===== src/rtl/hdc_pkg.sv =====
package hdc_pkg;

  // Position of the input stream within a packet
  typedef enum logic {
    PH_HEAD = 1'b0,
    PH_BODY = 1'b1
  } pkt_phase_e;

  // Whether the packet currently on the input is being copied
  typedef enum logic {
    CLN_OFF = 1'b0,
    CLN_ON  = 1'b1
  } clone_st_e;

  // Bytes copied from a beat: what the beat offers, capped by what the snippet still has room for
  function automatic logic [31:0] take_bytes(input logic [31:0] avail, input logic [31:0] room);
    return (avail < room) ? avail : room;
  endfunction

endpackage


===== src/rtl/hdc_delay_eval.sv =====
module hdc_delay_eval #(
  parameter  int unsigned NUM_Q = 4,
  parameter  int unsigned TS_W  = 32,
  localparam int unsigned QID_W = (NUM_Q > 1) ? $clog2(NUM_Q) : 1
) (
  input  logic [TS_W-1:0]       now_ts,
  input  logic [TS_W-1:0]       enq_ts,
  input  logic [QID_W-1:0]      qid,
  input  logic [NUM_Q-1:0]      cfg_enable,
  input  logic [NUM_Q*TS_W-1:0] cfg_thresh,
  output logic [TS_W-1:0]       delay,
  output logic                  trig
);

  // Modular difference, so a wrapped clock still yields the elapsed time
  function automatic logic [TS_W-1:0] span(input logic [TS_W-1:0] t_late,
                                           input logic [TS_W-1:0] t_early);
    return t_late - t_early;
  endfunction

  // Strict comparison: a delay equal to the limit does not count
  function automatic logic exceeds(input logic [TS_W-1:0] d, input logic [TS_W-1:0] lim);
    return d > lim;
  endfunction

  logic [NUM_Q-1:0] hit;

  assign delay = span(now_ts, enq_ts);

  for (genvar g = 0; g < NUM_Q; g++) begin : g_queue
    assign hit[g] = (qid == QID_W'(g)) && cfg_enable[g]
                    && exceeds(delay, cfg_thresh[g*TS_W +: TS_W]);
  end

  assign trig = |hit;

endmodule


===== src/rtl/hdc_snip_tracker.sv =====
module hdc_snip_tracker
  import hdc_pkg::*;
#(
  parameter  int unsigned BEAT_BYTES = 16,
  parameter  int unsigned SNIP_BYTES = 150,
  localparam int unsigned NB_W       = $clog2(BEAT_BYTES + 1),
  localparam int unsigned SENT_W     = $clog2(SNIP_BYTES + 1)
) (
  input  logic            clk,
  input  logic            rst_n,
  input  logic            beat_fire,
  input  logic            head_beat,
  input  logic            tail_beat,
  input  logic            start_ok,
  input  logic [NB_W-1:0] beat_nbytes,
  output logic            clone_on,
  output logic [NB_W-1:0] clone_nbytes,
  output logic            clone_last
);

  clone_st_e         st_q;
  logic [SENT_W-1:0] sent_q;
  logic              live;
  logic [SENT_W-1:0] sent_base;
  logic [SENT_W-1:0] room;
  logic [31:0]       take_u;
  logic [SENT_W-1:0] take_w;

  // On a first beat the decision is made now; later beats follow the stored state
  assign live      = head_beat ? start_ok : (st_q == CLN_ON);
  assign sent_base = head_beat ? '0 : sent_q;
  assign room      = SENT_W'(SNIP_BYTES) - sent_base;
  assign take_u    = take_bytes(32'(beat_nbytes), 32'(room));
  assign take_w    = SENT_W'(take_u);

  assign clone_on     = beat_fire && live && (room != '0);
  assign clone_nbytes = clone_on ? NB_W'(take_u) : '0;
  assign clone_last   = clone_on && (tail_beat || (take_w == room));

  always_ff @(posedge clk) begin
    if (!rst_n) begin
      st_q   <= CLN_OFF;
      sent_q <= '0;
    end else if (beat_fire) begin
      if (clone_on) begin
        sent_q <= sent_base + take_w;
        st_q   <= clone_last ? CLN_OFF : CLN_ON;
      end else begin
        st_q   <= CLN_OFF;
      end
    end
  end

endmodule


===== src/rtl/hdc_drop_ctr.sv =====
module hdc_drop_ctr #(
  parameter int unsigned CNT_W = 16
) (
  input  logic             clk,
  input  logic             rst_n,
  input  logic             inc,
  output logic [CNT_W-1:0] count
);

  always_ff @(posedge clk) begin
    if (!rst_n)   count <= '0;
    else if (inc) count <= count + 1'b1;
  end

endmodule


===== src/rtl/hdc_clone_trigger.sv =====
module hdc_clone_trigger
  import hdc_pkg::*;
#(
  parameter  int unsigned NUM_Q      = 4,
  parameter  int unsigned BEAT_BYTES = 16,
  parameter  int unsigned TS_W       = 32,
  parameter  int unsigned SNIP_BYTES = 150,
  parameter  int unsigned DROP_W     = 16,
  localparam int unsigned QID_W      = (NUM_Q > 1) ? $clog2(NUM_Q) : 1,
  localparam int unsigned NB_W       = $clog2(BEAT_BYTES + 1),
  localparam int unsigned DW         = 8 * BEAT_BYTES
) (
  input  logic                  clk,
  input  logic                  rst_n,
  input  logic [NUM_Q-1:0]      cfg_enable,
  input  logic [NUM_Q*TS_W-1:0] cfg_thresh,
  input  logic [TS_W-1:0]       now_ts,
  input  logic                  in_valid,
  output logic                  in_ready,
  input  logic [DW-1:0]         in_data,
  input  logic                  in_last,
  input  logic [NB_W-1:0]       in_nbytes,
  input  logic [QID_W-1:0]      in_qid,
  input  logic [TS_W-1:0]       in_enq_ts,
  output logic                  out_valid,
  input  logic                  out_ready,
  output logic [DW-1:0]         out_data,
  output logic                  out_last,
  output logic [NB_W-1:0]       out_nbytes,
  output logic [QID_W-1:0]      out_qid,
  output logic [TS_W-1:0]       out_enq_ts,
  output logic                  cl_valid,
  input  logic                  cl_ready,
  output logic [DW-1:0]         cl_data,
  output logic                  cl_last,
  output logic [NB_W-1:0]       cl_nbytes,
  output logic [QID_W-1:0]      cl_qid,
  output logic [TS_W-1:0]       cl_delay,
  output logic [DROP_W-1:0]     drop_count
);

  // Events brought out as named wires for the checker
  logic            beat_fire;
  logic            head_beat;
  logic            trig;
  logic            start_ok;
  logic            start_fail;
  logic            clone_first;

  pkt_phase_e      phase_q;
  logic [TS_W-1:0] cur_delay;
  logic [TS_W-1:0] delay_q;
  logic [QID_W-1:0] qid_q;
  logic [NB_W-1:0] beat_nbytes;

  // Main path: pure pass-through, never stalled by the clone side
  assign out_valid  = in_valid;
  assign out_data   = in_data;
  assign out_last   = in_last;
  assign out_nbytes = in_nbytes;
  assign out_qid    = in_qid;
  assign out_enq_ts = in_enq_ts;
  assign in_ready   = out_ready;

  assign beat_fire = in_valid && out_ready;
  assign head_beat = (phase_q == PH_HEAD);

  always_ff @(posedge clk) begin
    if (!rst_n)         phase_q <= PH_HEAD;
    else if (beat_fire) phase_q <= in_last ? PH_HEAD : PH_BODY;
  end

  hdc_delay_eval #(
    .NUM_Q (NUM_Q),
    .TS_W  (TS_W)
  ) u_eval (
    .now_ts     (now_ts),
    .enq_ts     (in_enq_ts),
    .qid        (in_qid),
    .cfg_enable (cfg_enable),
    .cfg_thresh (cfg_thresh),
    .delay      (cur_delay),
    .trig       (trig)
  );

  // Decision taken once per packet, on its first beat
  assign start_ok   = trig && cl_ready;
  assign start_fail = beat_fire && head_beat && trig && !cl_ready;

  always_ff @(posedge clk) begin
    if (!rst_n) begin
      qid_q   <= '0;
      delay_q <= '0;
    end else if (beat_fire && head_beat) begin
      qid_q   <= in_qid;
      delay_q <= cur_delay;
    end
  end

  assign cl_qid   = head_beat ? in_qid : qid_q;
  assign cl_delay = head_beat ? cur_delay : delay_q;

  assign beat_nbytes = in_last ? in_nbytes : NB_W'(BEAT_BYTES);

  hdc_snip_tracker #(
    .BEAT_BYTES (BEAT_BYTES),
    .SNIP_BYTES (SNIP_BYTES)
  ) u_track (
    .clk          (clk),
    .rst_n        (rst_n),
    .beat_fire    (beat_fire),
    .head_beat    (head_beat),
    .tail_beat    (in_last),
    .start_ok     (start_ok),
    .beat_nbytes  (beat_nbytes),
    .clone_on     (cl_valid),
    .clone_nbytes (cl_nbytes),
    .clone_last   (cl_last)
  );

  assign clone_first = cl_valid && head_beat;

  // Lanes past the snippet byte count are zeroed
  for (genvar b = 0; b < BEAT_BYTES; b++) begin : g_lane
    assign cl_data[8*b +: 8] = (NB_W'(b) < cl_nbytes) ? in_data[8*b +: 8] : 8'h00;
  end

  hdc_drop_ctr #(
    .CNT_W (DROP_W)
  ) u_drops (
    .clk   (clk),
    .rst_n (rst_n),
    .inc   (start_fail),
    .count (drop_count)
  );

endmodule


===== config.mk =====
export PLATFORM = sky130hd
export DESIGN_NAME = hdc_clone_trigger
export DESIGN_NICKNAME = d
export VERILOG_FILES = /design/src/rtl/hdc_pkg.sv /design/src/rtl/hdc_delay_eval.sv /design/src/rtl/hdc_snip_tracker.sv /design/src/rtl/hdc_drop_ctr.sv /design/src/rtl/hdc_clone_trigger.sv
export SDC_FILE = /design/constraint.sdc
export NUM_CORES = 1
export LEC_CHECK = 0
export ABC_CLOCK_PERIOD_IN_PS = 7200
export BUFFER_PORTS_ARGS = -buffer_cell sky130_fd_sc_hd__buf_2
export CORE_AREA = 3 3 269 271
export DETAILED_ROUTE_END_ITERATION = 12
export DIE_AREA = 0 0 272 274
export GPL_ROUTABILITY_DRIVEN = 0
export SYNTH_ARGS = -nofsm -noshare
export SYNTH_HDL_FRONTEND = slang
export SYNTH_SLANG_ARGS = --single-unit

===== constraint.sdc =====
create_clock -name clk -period 7.2 [get_ports clk]
set_clock_uncertainty 0.2 [all_clocks]
set_input_delay 0.36 -clock clk [delete_from_list [all_inputs] [get_ports clk]]
set_output_delay 0.36 -clock clk [all_outputs]
set_load 0.01 [all_outputs]

==> impl_metrics.tcl, run 1 <==
set metrics [dict create \
    drt-initial-drc-count 954 \
    vias_per_cell 4.29 \
    ios 692 \
    area_growth_pct 36.0 \
    hold_viol 0 \
    crit_path_end_kind "output port" \
    wirelength_met1_um 28400 \
    placed_area_mm2 0.0144 \
    cts_buffer_depth 2 \
    rows 97 \
    synth_edf_count 0 \
    cp_top_family "compound AO/OA/AOI/OAI gates" \
    cts_tree "yes" \
    relSlewSlack 0.360 \
    ys_warn_count 0 \
    crit_path_top_delay_cell "a21oi_2" \
    cp.arrival_ns 6.31 \
    yosysTopAreaCell "ha_1" \
    min_period_over_period 0.954 \
    grt_remaining_overflow 0 \
    hpwl_um 56200 \
    drtAntennaViolNets 0 \
    met2_length_um 25000 \
    cts-buffers-inserted 9 \
    hold_path.class "input port to flop" \
    top_layer_used "met5" \
    yosysTopAreaCellShare 0.197 \
    stdcell_area_mm2 0.0148 \
    grt_pass1_vias 11700 \
    start_util 0.155 \
    cts_max_level 3 \
    wl_um 63700 \
    routedWlPerCell_um 21.2 \
    ir_worst_vdd_v 0.000112 \
    drt_pre_antenna_iters 5 \
    ys_seq_area_frac 0.111 \
    cap_violations 0 \
    synth_area_leaders "ha_1 (20%), buf_4 (12%), dfxtp_1 (11%)" \
    grt.total_usage 0.158 \
    dieHeight_um 274 \
    drive_gt1_frac 0.392 \
    grt_max_degree 60 \
    critPathKind "input port to output port" \
    max_stage_delay_ns 0.49 \
    worst-path-max-fanout 16 \
    via_count 12900 \
    synth_flop_cell "dfxtp_1" \
    synthArstFlopShare 0 \
    die_w_um 272 \
    crit_buf_inv 6 \
    final_common_cell "buf_2" \
    coreArea_mm2 0.0700 \
    drc 0 \
    clkTransAtPathRegs_ns 0.07 \
    final_cell_mix "buf_2 (691), inv_1 (190), ha_1 (171)" \
    port_buffers 691 \
    syn-num-nets 2022 \
    start_kind "input port" \
    crit_required_ns 6.64 \
    clkLatencyLatePin_ns 0.35 \
    wl_met3_um 9430 \
    hold_buffers 0 \
    num-fill-cells 7948 \
    maxSlewViolCount 0 \
    root_buffer "clkbuf_16" \
    synth_area_mm2 0.0109 \
    status "finished, final reports clean" \
    setup_viol 0 \
    p_leak_uw 0.00816 \
    antenna_found_initial 19 \
    grt_pass1_wl_um 84600 \
    fin_setup_tns_ns 0 \
    synthDistinctLibCells 76 \
    fmax_mhz 146 \
    synth_cells 1512 \
    worst_pin_slew_ns 0.953 \
    fin_crit_ns 6.87 \
    fp.dieArea_mm2 0.0745 \
    avgSynthCellArea_um2 7.19 \
    cts.sinks 60 \
    final_nets 2561 \
    ys_ff_latch 60 \
    power.density_mw_per_mm2 135 \
]
report_power, final:
group / internal, uW / switching [uW]
sequential: 347 / 7.34
clock: 260 / 185
combinational: 467 / 733
total: 1070 / 925
synth_stat cells, types with 4 or more instances:
cell and n:
nand2_1 121, or3_1 8, o31a_1 5, mux2_2 23, buf_1 4, nor2_1 68, xnor2_1 17, o31ai_1 8
o21a_1 9, nand3_1 51, dfxtp_1 60, nand4b_1 5, o21bai_1 5, nand4_1 35, o2111ai_1 4, a21oi_1 119
o211ai_1 11, clkbuf_1 26, nor2b_1 14, nor3_1 13, nand2b_1 8, a21o_1 26, mux2i_1 14, buf_2 4
a211oi_1 13, xor2_1 15, nand3b_1 4, and3_1 36, buf_4 170, nor4_1 12, inv_1 191, ha_1 171
and2_1 116, a31oi_1 6, a221oi_1 5, and4_1 4, o21ai_0 53
cell families (layout without fill, tap and decap cells):
logic type               Yosys count  in the layout  synth area share
AO/OA/AOI/OAI                    301            301             0.178
XOR/XNOR                          32             32            0.0258
adder cells (fa/ha/maj)          173            173             0.201
buffers and inverters            399            942             0.200
flip-flops                        60             60             0.111
multiplexers                      37             37            0.0367
other                              0              8                 0
AND/OR/NAND/NOR                  510            510             0.249
area by class of cell:
class | count | area (um2) | share of cell area
sequential | 60 | 1200 | 0.0813
clock inverter | 3 | 21.3 | 0.00144
multi-input combinational | 1053 | 7560 | 0.512
antenna | 8 | 20.0 | 0.00135
timing repair buffer | 735 | 3810 | 0.258
inverter | 192 | 721 | 0.0488
tap | 940 | 1180 | 0.0796
clock buffer | 12 | 267 | 0.0180
stage by stage:
stage	hold WS (ns)	total power (uW)	instances	utilization	worst slack [ns]
6_report	0.0985	2000	3003	0.211	0.332
2_1_floorplan	0.228	1060	1512	-	1.64
5_1_grt	0.0789	2180	2997	0.211	-0.0222
3_5_place_dp	0.244	1550	2978	0.206	-0.219
4_1_cts	0.0635	2030	2993	0.210	0.0169
3_3_place_gp	0.239	1540	2978	0.206	-0.0122
routing by layer:
layer / global-route usage / up-vias
met1: 0.211 / 5984
met2: 0.215 / 660
met3: 0.102 / 66
met5: 0 / -
met4: 0.0232 / 18
li1: - / 6154
registers in the layout, summed over array words and instances, names as in the netlist:
| name | flops |
|---|---|
| delay_q | 32 |
| u_drops.count | 16 |
| u_track.sent_q | 8 |
| qid_q | 2 |
| phase_q | 1 |
| u_track.st_q | 1 |
timing repair:
action	in CTS	in global routing
setup buffers	0	2
pin swaps	0	2
resized for setup	5	12
setup endpoints to repair	128	130
worst min-delay path, stage by stage:
cell and delay [ns]:
buf_2 0.14, nand2_1 0.06, a21oi_1 0.05
final timing paths:
check	start	end	slack (ns)	cells past startpoint
setup / recovery	now_ts[0]	cl_data[100]	0.33	26
hold / removal	in_qid[1]	qid_q[1]$_SDFFE_PN0P_	0.1	3
setup reg to reg	phase_q$_SDFFE_PN0P_	u_track.sent_q[6]$_SDFFE_PN0P_	1.72	20
hold reg to reg	delay_q[3]$_SDFFE_PN0P_	delay_q[3]$_SDFFE_PN0P_	0.25	2
No activity file was read; power rests on OpenSTA's default activity.
==> run 2: changes to the inputs <==
- CELL_PAD_IN_SITES_DETAIL_PLACEMENT: default -> 1
- CELL_PAD_IN_SITES_GLOBAL_PLACEMENT: default -> 1
- CORE_AREA: 3 3 269 271 -> 3 3 268 270
- DIE_AREA: 0 0 272 274 -> 0 0 271 273
- PLACE_DENSITY_LB_ADDON: default -> 0.1
==> run 2 against run 1 <==
Against the previous run: sequential cell count unchanged; global-route usage increased by 1.1 points; first-iteration DRC count fell by 49%; non-clock buffer count down 9; via count fell by 3.4%; cell area down 0.43%; setup slack gained 0.10 ns; hold slack gained 0.018 ns; clock power increased by 7.4%; final cell count down 0.30%; largest cell class unchanged.
==> impl_metrics.tcl, run 2 (synthesized netlist as in run 1, its figures left out) <==
set metrics [dict create \
    status "finished, final reports clean" \
    cp_common_cell "buf_4" \
    via_count 12400 \
    wl_um 66000 \
    dieHeight_um 273 \
    crit_path_top_delay_cell "fa_1" \
    p_total_uw 2010 \
    grt_max_degree 49 \
    hpwl_um 58300 \
    hold_viol 0 \
    root_buffer "clkbuf_16" \
    cp.arrival_ns 6.20 \
    drtAntennaViolNets 0 \
    die_w_um 271 \
    min_period_over_period 0.939 \
    fmax_mhz 148 \
    cap_violations 0 \
    start_kind "input port" \
    routedWlPerCell_um 22.0 \
    critPathKind "input port to output port" \
    cts.sinks 60 \
    drc 0 \
    crit_required_ns 6.64 \
    worst-path-max-fanout 9 \
    cts_tree "yes" \
    antenna_found_initial 5 \
    max_stage_delay_ns 0.42 \
    drt-initial-drc-count 489 \
    ir_worst_vdd_v 0.0000905 \
    cts_buffer_depth 2 \
    worst_pin_slew_ns 0.907 \
    cts-buffers-inserted 9 \
    grt_pass1_vias 13200 \
    final_cell_mix "buf_2 (691), inv_1 (190), ha_1 (171)" \
    rows 97 \
    maxSlewViolCount 0 \
    clkLatencyLatePin_ns 0.36 \
    num-fill-cells 8708 \
    postLayoutCoreUtil 0.211 \
    area_growth_pct 35.5 \
    p_leak_uw 0.00812 \
    clkTransAtPathRegs_ns 0.06 \
    vias_per_cell 4.16 \
    fp.dieArea_mm2 0.0740 \
    final_common_cell "buf_2" \
    fin_crit_ns 6.76 \
    coreArea_mm2 0.0698 \
    start_util 0.156 \
    drt_pre_antenna_iters 4 \
    fin_setup_tns_ns 0 \
    relSlewSlack 0.380 \
    port_buffers 691 \
    cts_max_level 3 \
    crit_path_end_kind "output port" \
    grt_remaining_overflow 0 \
    reg_top3 "delay_q x32, u_drops.count x16, u_track.sent_q x8" \
    rsz0062_at_grt "false" \
    top_register "delay_q" \
    ios 692 \
    drive_gt1_frac 0.388 \
    setup_viol 0 \
    power.density_mw_per_mm2 137 \
    final_nets 2552 \
    largest_register_ffs 32 \
    grt_pass1_wl_um 92000 \
    grt.total_usage 0.170 \
    hold_path.class "input port to flop" \
]
run 2: cell types whose count changed in the layout (fill, tap and decap cells not counted), sizes merged:
cell | previous run | this run
inv | 192 | 195
buf | 735 | 726
clkbuf | 12 | 9
diode | 8 | 7
bufinv | 0 | 1
run 2: layout make-up:
| cell class | instances | area [um2] | share of cell area |
|---|---|---|---|
| Clock inverter | 7 | 81.3 | 0.00553 |
| Tap cell | 940 | 1180 | 0.0799 |
| Sequential cell | 60 | 1200 | 0.0817 |
| Timing Repair Buffer | 726 | 3730 | 0.254 |
| Multi-Input combinational cell | 1053 | 7560 | 0.514 |
| Inverter | 192 | 721 | 0.0490 |
| Antenna cell | 7 | 17.5 | 0.00119 |
| Clock buffer | 9 | 225 | 0.0153 |
run 2: repair_timing:
item / in CTS / in global routing
hold buffers: 0 / 0
setup endpoints to repair: 48 / 129
pin swaps: 0 / 2
setup buffers: 0 / 2
resized for setup: 5 / 9
run 2: path summary, 6_finish.rpt:
kind | startpoint | end | slack (ns) | cells past startpoint
min reg2reg | qid_q[1]$_SDFFE_PN0P_ | qid_q[1]$_SDFFE_PN0P_ | 0.25 | 2
max reg2reg | phase_q$_SDFFE_PN0P_ | u_track.sent_q[6]$_SDFFE_PN0P_ | 1.35 | 21
min | in_qid[1] | qid_q[1]$_SDFFE_PN0P_ | 0.12 | 3
max | now_ts[0] | cl_data[35] | 0.44 | 29
run 2: metal layers:
layer  wire length (um)  track usage
met2              30600        0.279
met5                  0            0
met4                702       0.0270
met3               4320       0.0406
met1              30400        0.228
run 2: where the power goes:
part	switching [uW]	total, uW	internal, uW
logic	715	1180	463
registers	10.1	357	347
clock network	203	477	273
total	929	2010	1080
run 2: per-stage QoR:
step	area, um2	setup slack [ns]	hold slack (ns)	instances
after global placement	14300	-0.141	0.240	2969
after global routing	14700	0.00121	0.0980	2990
after detailed placement	14300	-0.241	0.246	2969
final	14700	0.436	0.116	2994
after CTS	14600	0.0117	0.0872	2985
after floorplan	10900	1.64	0.228	1512
run 2: worst max-delay path, delay by kind of cell:
kind	cells	cell delay, ns
fa+ha+maj	3	0.83
simple gates	4	0.62
buf+inv	9	1.23
xor+xnor	1	0.32
compound gates	12	2.84
